[src/rtl/dvma_pkg.sv]
package dvma_pkg;
  localparam int unsigned AW         = 32;
  localparam int unsigned PAGE_SHIFT = 12;
  localparam int unsigned PPN_LO     = 8;
  localparam int unsigned PPN_HI     = 26;
  localparam int unsigned BIT_VALID  = 1;
  localparam int unsigned BIT_WRITE  = 2;
  localparam int unsigned BIT_CACHE  = 7;

  typedef enum logic {
    FLT_INVALID = 1'b0,
    FLT_WPROT   = 1'b1
  } flt_code_e;

  typedef enum logic {
    ST_IDLE  = 1'b0,
    ST_FETCH = 1'b1
  } xl_state_e;
endpackage

[src/rtl/dvma_pte_addr.sv]
module dvma_pte_addr
  import dvma_pkg::*;
#(
  parameter int unsigned BASE_SHIFT = 4
) (
  input  logic [AW-1:0] dva_i,
  input  logic [AW-1:0] win_i,
  input  logic [AW-1:0] base_i,
  output logic [AW-1:0] pte_addr_o
);
  localparam int unsigned IDX_SHIFT = PAGE_SHIFT - 2;

  logic [AW-1:0] rel;
  logic [AW-1:0] idx;

  assign rel        = dva_i & ~win_i;
  assign idx        = (rel >> IDX_SHIFT) & ~AW'(3);
  assign pte_addr_o = (base_i << BASE_SHIFT) + idx;
endmodule

[src/rtl/dvma_pte_check.sv]
module dvma_pte_check
  import dvma_pkg::*;
(
  input  logic [AW-1:0]         entry_i,
  input  logic                  is_write_i,
  input  logic [PAGE_SHIFT-1:0] off_i,
  output logic                  ok_o,
  output flt_code_e             code_o,
  output logic [AW-1:0]         pa_o,
  output logic                  cache_o
);
  localparam int unsigned PPN_W = PPN_HI - PPN_LO + 1;

  logic [PPN_W-1:0] ppn;
  logic             vld, wr;
  logic             unused_bits;

  assign ppn     = entry_i[PPN_HI:PPN_LO];
  assign vld     = entry_i[BIT_VALID];
  assign wr      = entry_i[BIT_WRITE];
  assign cache_o = entry_i[BIT_CACHE];
  assign pa_o    = AW'({ppn, off_i});

  // invalid takes precedence over write protection
  always_comb begin
    ok_o   = 1'b1;
    code_o = FLT_INVALID;
    if (!vld) begin
      ok_o   = 1'b0;
      code_o = FLT_INVALID;
    end else if (is_write_i && !wr) begin
      ok_o   = 1'b0;
      code_o = FLT_WPROT;
    end
  end

  assign unused_bits = ^{entry_i[AW-1:PPN_HI+1], entry_i[BIT_CACHE-1:BIT_WRITE+1], entry_i[0]};
endmodule

[src/rtl/dvma_chunk.sv]
module dvma_chunk
  import dvma_pkg::*;
#(
  parameter int unsigned LEN_W = 16
) (
  input  logic [PAGE_SHIFT-1:0] off_i,
  input  logic [LEN_W-1:0]      rem_i,
  output logic [LEN_W-1:0]      clen_o,
  output logic                  last_o
);
  localparam int unsigned PAGE_BYTES = 1 << PAGE_SHIFT;

  logic [LEN_W-1:0] to_bnd;

  assign to_bnd = LEN_W'(PAGE_BYTES) - LEN_W'(off_i);
  assign last_o = (rem_i <= to_bnd);
  assign clen_o = last_o ? rem_i : to_bnd;
endmodule

[src/rtl/dvma_xlate.sv]
module dvma_xlate
  import dvma_pkg::*;
#(
  parameter int unsigned LEN_W = 16
) (
  input  logic             clk_i,
  input  logic             rst_ni,
  input  logic             start_i,
  input  logic [AW-1:0]    dva_i,
  input  logic [LEN_W-1:0] len_i,
  input  logic             write_i,
  input  logic [AW-1:0]    win_start_i,
  input  logic [AW-1:0]    tbl_base_i,
  output logic             busy_o,
  output logic             mem_req_o,
  output logic [AW-1:0]    mem_addr_o,
  input  logic             mem_ack_i,
  input  logic [AW-1:0]    mem_rdata_i,
  output logic             chunk_valid_o,
  output logic [AW-1:0]    chunk_pa_o,
  output logic [LEN_W-1:0] chunk_len_o,
  output logic             chunk_cache_o,
  output logic             fault_o,
  output logic [AW-1:0]    fault_dva_o,
  output logic             fault_code_o,
  output logic             done_o
);
  localparam int unsigned PAGE_BYTES = 1 << PAGE_SHIFT;

  xl_state_e        state_q;
  logic [AW-1:0]    dva_q, win_q, base_q;
  logic [LEN_W-1:0] rem_q;
  logic             wr_q;

  logic [LEN_W-1:0] clen;
  logic             last;
  logic             pte_ok, pte_cache;
  flt_code_e        pte_code;
  logic [AW-1:0]    pte_pa;

  dvma_pte_addr u_addr (
    .dva_i      (dva_q),
    .win_i      (win_q),
    .base_i     (base_q),
    .pte_addr_o (mem_addr_o)
  );

  dvma_chunk #(.LEN_W(LEN_W)) u_chunk (
    .off_i  (dva_q[PAGE_SHIFT-1:0]),
    .rem_i  (rem_q),
    .clen_o (clen),
    .last_o (last)
  );

  dvma_pte_check u_chk (
    .entry_i    (mem_rdata_i),
    .is_write_i (wr_q),
    .off_i      (dva_q[PAGE_SHIFT-1:0]),
    .ok_o       (pte_ok),
    .code_o     (pte_code),
    .pa_o       (pte_pa),
    .cache_o    (pte_cache)
  );

  assign busy_o    = (state_q != ST_IDLE);
  assign mem_req_o = (state_q == ST_FETCH);

  always_ff @(posedge clk_i or negedge rst_ni) begin
    if (!rst_ni) begin
      state_q       <= ST_IDLE;
      dva_q         <= '0;
      win_q         <= '0;
      base_q        <= '0;
      rem_q         <= '0;
      wr_q          <= 1'b0;
      chunk_valid_o <= 1'b0;
      chunk_pa_o    <= '0;
      chunk_len_o   <= '0;
      chunk_cache_o <= 1'b0;
      fault_o       <= 1'b0;
      fault_dva_o   <= '0;
      fault_code_o  <= 1'b0;
      done_o        <= 1'b0;
    end else begin
      chunk_valid_o <= 1'b0;
      fault_o       <= 1'b0;
      done_o        <= 1'b0;
      unique case (state_q)
        ST_IDLE: begin
          if (start_i) begin
            dva_q  <= dva_i;
            win_q  <= win_start_i;
            base_q <= tbl_base_i;
            rem_q  <= len_i;
            wr_q   <= write_i;
            if (len_i == '0) done_o <= 1'b1;
            else             state_q <= ST_FETCH;
          end
        end
        ST_FETCH: begin
          if (mem_ack_i) begin
            if (!pte_ok) begin
              fault_o      <= 1'b1;
              fault_dva_o  <= dva_q;
              fault_code_o <= pte_code;
              state_q      <= ST_IDLE;
            end else begin
              chunk_valid_o <= 1'b1;
              chunk_pa_o    <= pte_pa;
              chunk_len_o   <= clen;
              chunk_cache_o <= pte_cache;
              dva_q         <= dva_q + AW'(clen);
              rem_q         <= rem_q - clen;
              if (last) begin
                done_o  <= 1'b1;
                state_q <= ST_IDLE;
              end
            end
          end
        end
        default: state_q <= ST_IDLE;
      endcase
    end
  end

  assert_req_hold_R9: assert property (@(posedge clk_i) disable iff (!rst_ni)
    (mem_req_o && !mem_ack_i) |=> (mem_req_o && $stable(mem_addr_o)));

  assert_fault_alone_R5: assert property (@(posedge clk_i) disable iff (!rst_ni)
    fault_o |-> (!chunk_valid_o && !done_o && !busy_o));

  assert_done_idle_R8: assert property (@(posedge clk_i) disable iff (!rst_ni)
    done_o |-> !busy_o);

  assert_zero_len_R7: assert property (@(posedge clk_i) disable iff (!rst_ni)
    (start_i && !busy_o && len_i == '0) |=> (done_o && !chunk_valid_o && !mem_req_o));

  assert_chunk_fit_R4: assert property (@(posedge clk_i) disable iff (!rst_ni)
    chunk_valid_o |-> (chunk_len_o != '0 &&
      (LEN_W'(chunk_pa_o[PAGE_SHIFT-1:0]) + chunk_len_o) <= LEN_W'(PAGE_BYTES)));
endmodule

[config.mk]
export PLATFORM = sky130hd
export DESIGN_NAME = dvma_xlate
export DESIGN_NICKNAME = d
export VERILOG_FILES = /design/src/rtl/dvma_pkg.sv /design/src/rtl/dvma_pte_addr.sv /design/src/rtl/dvma_pte_check.sv /design/src/rtl/dvma_chunk.sv /design/src/rtl/dvma_xlate.sv
export SDC_FILE = /design/constraint.sdc
export NUM_CORES = 1
export LEC_CHECK = 0
export ABC_CLOCK_PERIOD_IN_PS = 5700
export CAP_MARGIN = 40
export CORE_ASPECT_RATIO = 1.75
export CORE_MARGIN = 2
export CORE_UTILIZATION = 45
export DETAILED_ROUTE_END_ITERATION = 10
export PLACE_DENSITY_LB_ADDON = 0.25
export SYNTH_ARGS = -nofsm -noshare
export SYNTH_HDL_FRONTEND = slang
export SYNTH_SLANG_ARGS = --single-unit
[constraint.sdc]
create_clock -name clk_i -period 5.7 [get_ports clk_i]
set_clock_uncertainty 0.15 [all_clocks]
set_input_delay 0.855 -clock clk_i [delete_from_list [all_inputs] [get_ports clk_i]]
set_output_delay 0.855 -clock clk_i [all_outputs]
set_load 0.01 [all_outputs]
Yosys cells after proc, flatten, opt, wreduce, memory -nomap -nowiden
Index checks and enable logic that the tools add are counted.
- register bits after elaboration: 194
- bits in latches: 0
- memory bits (writable): 0
- bits in read-only memories: 0
- output and inout port bits: 119
- logic and storage cells: 64
- memories kept: 0
- $add $sub $neg: 4
- $mul: 0
- divide/modulo/power cells: 0
- order comparisons: 1
- eq/ne operators: 3
- shifts and indexed selects: 0
- mux-type cells: 31
- bitwise operators: 4
- reduce and logical (&&, ||, !) cells: 7
- operator list (cell ; number):
    32-bit 2-to-1 mux ; 3
    16-bit 2-to-1 mux ; 4
    32-bit case mux with 2 select lines ; 1
    32-bit by 16-bit adder with 32-bit output ; 1
    32-bit by 22-bit adder with 32-bit output ; 1
    32-bit AND ; 1
    32-bit NOT ; 1
    16-bit case mux with 2 select lines ; 1
    1-bit 2-to-1 mux ; 20
    16-bit less-or-equal comparator ; 1
    16-bit zero test ; 1
    16-bit subtractor ; 1
    13-bit by 12-bit subtractor with 14-bit output (first input constant) ; 1
    3-bit AND reduction ; 3
    2-bit inequality test (second input constant) ; 2
    1-bit case mux with 2 select lines ; 2
    2-bit by 1-bit inequality test with 1-bit output (second input constant) ; 1
    1-bit NOT ; 2
    2-bit AND reduction ; 1
    1-bit logical AND ; 1
    1-bit zero test ; 1

Logic depth before layout (Yosys ltp)
- depth in word-level cells: 7
- mapped depth: 24
- gate-level depth less buffers: 23

Modules after synthesis
Synthesis repeated with hierarchy kept, for this count alone.
- cell total of the unflattened synthesis: 1390
- area total of the unflattened synthesis: 11731.3 µm²
- by module, submodules not included (module ; instances ; cells an instance ; area an instance (µm²)):
    dvma_xlate ; 1 ; 1097 ; 9580.4
    dvma_pte_addr ; 1 ; 157 ; 1149.9
    dvma_chunk ; 1 ; 99 ; 732.0
    dvma_pte_check ; 1 ; 37 ; 269.0

Worst setup path before layout
Ideal clock, no wire load.
- kind: register to register
- start: register dva_q[6]
- end: register dva_q[31]
- setup time: 129 ps
- arrival time: 5162 ps
- required time: 5421 ps
- setup slack: 258 ps
- stages on the path, launching flop included: 22
- path buffers: 3
- clock period less this slack: 5442 ps
- cell sequence: dfrtp_1 > clkbuf_1 > or4_1 > nor3_1 > xnor2_1 > inv_1 > ha_1 > nand4_1 > or2_2 > a32oi_2 > buf_4 > mux2i_1 > inv_1 > ha_1 > a211o_1 > a21o_1 > a2111o_1 > nand3_1 > a31oi_1 > buf_2 > a311oi_1 > nor3_1
- word-level cells in the longest chain between the ends: 7
- ends and longest elaborated chain (item ; RTL line ; source):
    start: declaration ; dvma_xlate.sv:31 ; logic [AW-1:0] dva_q, win_q, base_q;
    start signal: assignment ; dvma_xlate.sv:91 ; dva_q <= dva_i;
    start signal: assignment ; dvma_xlate.sv:112 ; dva_q <= dva_q + AW'(clen);
    13-bit by 12-bit subtractor with 14-bit output ; dvma_chunk.sv:15 ; assign to_bnd = LEN_W'(PAGE_BYTES) - LEN_W'(off_i);
    16-bit less-or-equal comparator ; dvma_chunk.sv:16 ; assign last_o = (rem_i <= to_bnd);
    16-bit 2-to-1 mux ; dvma_chunk.sv:17 ; assign clen_o = last_o ? rem_i : to_bnd;
    via clen[1] ; dvma_xlate.sv:35 ; logic [LEN_W-1:0] clen;
    32-bit by 16-bit adder with 32-bit output ; dvma_xlate.sv:112 ;
    32-bit 2-to-1 mux ; dvma_xlate.sv:102 ; if (!pte_ok) begin
    32-bit 2-to-1 mux ; dvma_xlate.sv:101 ; if (mem_ack_i) begin
    32-bit case mux with 2 select lines ; dvma_xlate.sv:88 ; unique case (state_q)
The timed path passes the listed nets, and every way through them passes these cells. The select of a mux whose other input is x is not followed.
A chain may end at the register's enable or synchronous reset.

Final worst setup path
- start: register dva_q[1]
- end: register dva_q[30]
Same word-level chain as after synthesis.

==> metrics.sh <==
GRT_MAX_DEGREE=81
WORSTPATHMAXFANOUT=12
DRT-INITIAL-DRC-COUNT=405
DP.FINAL_HPWL_UM=23300
POST_SYNTH.CELL_AREA_AVG_UM2=8.90
GRT_PASS1_VIAS=9898
FINALNONFILLERCELLS=1766
ROUTEDWLPERCELL_UM=18.0
PLACEMENT_ROWS=74
POST_ROUTE_STANDARD_CELL_AREA_EXCLUDING_FILLERS_UM2=14300
ANTENNA_FOUND_INITIAL=0
SYNTHESIS.AREA_UM2=10700
ROOT_BUFFER='clkbuf_16'
OUTCOME='finished clean'
START_KIND='flop'
SYN-INSTANCE-COUNT=1202
FINAL_COUNT_OF_PINS_VIOLATING_MAX_SLEW=0
MIN_PERIOD_OVER_PERIOD=0.980
DRIVE_ABOVE_1_SHARE=0.105
MULTI_INPUT_COMB_AREA_UM2=5890
POWER.TOTAL_uW=9050
WORST_SETUP_PATH_END_KIND='flop'
DP_SLACK_PS=126
POST-ROUTE-WORST-SETUP-SLACK_PS=115
DRC=0
MAX_CAP_VIOL_COUNT=0
ROUTE.ANTENNA.REMAINING_NETS=0
FP.DIEW_UM=121
TIMING.CRITICAL_PATH.ARRIVAL_PS=5730
LAYOUT.CELLS.MOST_COMMON_LIST='nand2_1, clkdlybuf4s50_1, dfrtp_1, a21oi_1, ha_1'
GLOBALROUTE.TOTALOVERFLOW=0
DETAILROUTE.VIA_COUNT=9692
HOLD_VIOL_FINAL=0
AREA_GROWTH_SYN_TO_LAYOUT_PCT=34.0
FINAL_NETS=1662
MAX_SLEW_MARGIN=0.466
FINAL_CRITICAL_PATH_REQUIRED_PERIOD_PS=5580
POSTLAYOUTCOREUTIL=0.614
SLOWEST_DELAY_PS=460
SYNTH_EDF_COUNT=0
CTS_MAX_PATH_BUFFERS=2
VDD_IR_DROP_MAX_V=0.000416
MOSTFREQUENTLAYOUTCELL='nand2_1'
SYNTH_FLOP_CELL='dfrtp_1'
TRITONCTS='built'
HOLD_PATH_CLASS='primary input to async pin'
FLOORPLAN.CORE_AREA_UM2=23300
DR.PASS1.ITERS=5
CLOCK_TREE.HTREE_LEVEL_COUNT=4
IO_BUFFER_COUNT=238
CLK_PIN_SLEW_PS=70
SYNTH_CELL_TYPE_COUNT=68
FMAX_MHz=179
FF_LATCH_AREA_UM2=4560
ROUTE.DETAILED.VIAS_PER_INST=5.49
DIEAREA_UM2=25100
SYNTH-SEQ-CELLS=182
DIE_H_UM=208
CRIT_TYPE='flop to flop'
CRIT_PATH_TOP_DELAY_CELL='o311ai_1'
INSERTED_CLOCK_BUFFERS=17
POWER_DENSITY_nW_PER_UM2=632
GRT_USAGE=0.256
CP.BUFFERS_INVERTERS=5
IO-PIN-COUNT=268
P_LEAK_uW=0.00660
FINALSETUPVIOLCOUNT=0
GP_CONGESTION=0.871
WIRE_LENGTH_AFTER_DETAILED_ROUTING_UM=31800
DETAILED_PLACE.AREA_UM2=13600
CELL_COUNT_POST_PLACEMENT=1733
CP_TOP_FAMILY='compound AO/OA/AOI/OAI gates'
CLOCK_LATENCY_PS=450
WORST_SLEW_PIN_SLEW_PS=801
SYNTH-SEQ-AREA-SHARE=0.426
CRITICAL_PATH.CELL_CHAIN='nor3_1 -> buf_4 -> nand2_1 -> xor2_1 -> inv_1 -> ha_1 -> a21o_1 -> a21o_1 -> a21oi_1 -> or2_2 -> a32oi_4 -> buf_12 -> mux2i_2 -> ha_1 -> inv_1 -> fa_1 -> nand2b_1 -> a21oi_2 -> a211oi_1 -> buf_4 -> o21ai_4 -> o21ai_2 -> o311ai_1 -> o311ai_2'
START_UTIL=0.459
ANTENNA_CELLS=0
GRT_FIRST_PASS_WIRELENGTH_UM=50100
SYNTH.YOSYS.WARNINGS=0
SYNTHARSTFLOPSHARE=1.00
CLOCK_SINK_COUNT=182
N_FILL_CELL=2048
WORST_EP_REQUIRED_TIME_PS=5840
==> synthesized netlist by cell type (17+ instances only) <==
master,instances,area share
nand2_1,298,0.10
dfrtp_1,182,0.43
a21oi_1,74,0.035
ha_1,61,0.071
o21ai_0,58,0.027
nor2_1,52,0.018
clkbuf_1,39,0.014
inv_1,39,0.014
mux2_2,37,0.039
nor2b_1,28,0.016
xnor2_1,28,0.023
nor3_1,23,0.011
o21a_1,22,0.015
and3_1,20,0.012
mux2i_1,20,0.019
xor2_1,19,0.016
nand3_1,17,0.0080
==> final timing paths <==
check | end | slack (ps) | startpoint | cells after the start
worst min-delay path | chunk_pa_o[16] | 150 | rst_ni | 1
worst min register to register | chunk_pa_o[2] | 330 | chunk_pa_o[2] | 2
min in group clk_i | chunk_pa_o[2] | 330 | chunk_pa_o[2] | 2
worst max register to register | dva_q[30] | 120 | dva_q[1] | 24
worst max-delay path | dva_q[30] | 120 | dva_q[1] | 24
max in group asynchronous | fault_dva_o[23] | 4440 | rst_ni | 2
==> per-stage QoR <==
step	hold slack [ps]	TNS [ps]
detailed placement	312	0
floorplan	287	0
global route	139	-134
global placement	301	0
CTS	120	0
finish	149	0
==> cell type report <==
class,instances,area share
Sequential cell,182,0.318
Clock inverter,11,0.0120
Multi-Input combinational cell,929,0.411
Clock buffer,21,0.0321
Timing Repair Buffer,279,0.190
Tap cell,304,0.0265
Inverter,40,0.0105
==> logic make-up after synthesis <==
logic type | Yosys count | share of synthesized area
adders and majority gates | 64 | 0.0770
other | 1 | 0.000350
and+or+nand+nor | 496 | 0.205
AOI/OAI and AO/OA | 259 | 0.157
xor gates and xnor gates | 47 | 0.0385
muxes | 57 | 0.0577
buffers and inverters | 96 | 0.0387
DFF | 182 | 0.426
==> registers in the layout, summed over array words and instances (netlist names), 16 cells and up <==
| name | cells |
|---|---|
| win_q | 20 |
| base_q | 28 |
| fault_dva_o | 32 |
| chunk_pa_o | 31 |
| dva_q | 32 |
| chunk_len_o | 16 |
| rem_q | 16 |
==> power breakdown <==
part	internal [µW]	leakage (µW)	switching, µW
combinational	2690	0.00407	2740
clock	759	0.000308	525
sequential	1860	0.00222	482
==> per-layer routing <==
layer,share of wire,vias to the layer above,global-route usage,routed length [µm]
li1,-,4658,-,-
met1,0.38,4668,0.272,12000
met2,0.54,285,0.474,17100
met3,0.041,81,0.0466,1320
met4,0.044,0,0.129,1400
met5,0,-,0,0
==> worst register-to-register path, cell delays in order (launching register included) <==
cell and delay (ps):
dfrtp_2 450, nor3_1 270, buf_4 180, nand2_1 60, xor2_1 330, inv_1 90, ha_1 300, a21o_1 120
a21o_1 110, a21oi_1 60, or2_2 300, a32oi_4 280, buf_12 200, mux2i_2 260, ha_1 210, inv_1 60
fa_1 400, nand2b_1 180, a21oi_2 170, a211oi_1 90, buf_4 160, o21ai_4 220, o21ai_2 140, o311ai_1 460
o311ai_2 190
==> timing repair <==
action | CTS | global route
setup buffers | 0 | 1
gates resized for setup | 0 | 29
endpoints found under the setup margin | 0 | 17
hold buffers | 0 | 0
(Power assumes the default switching activity.)
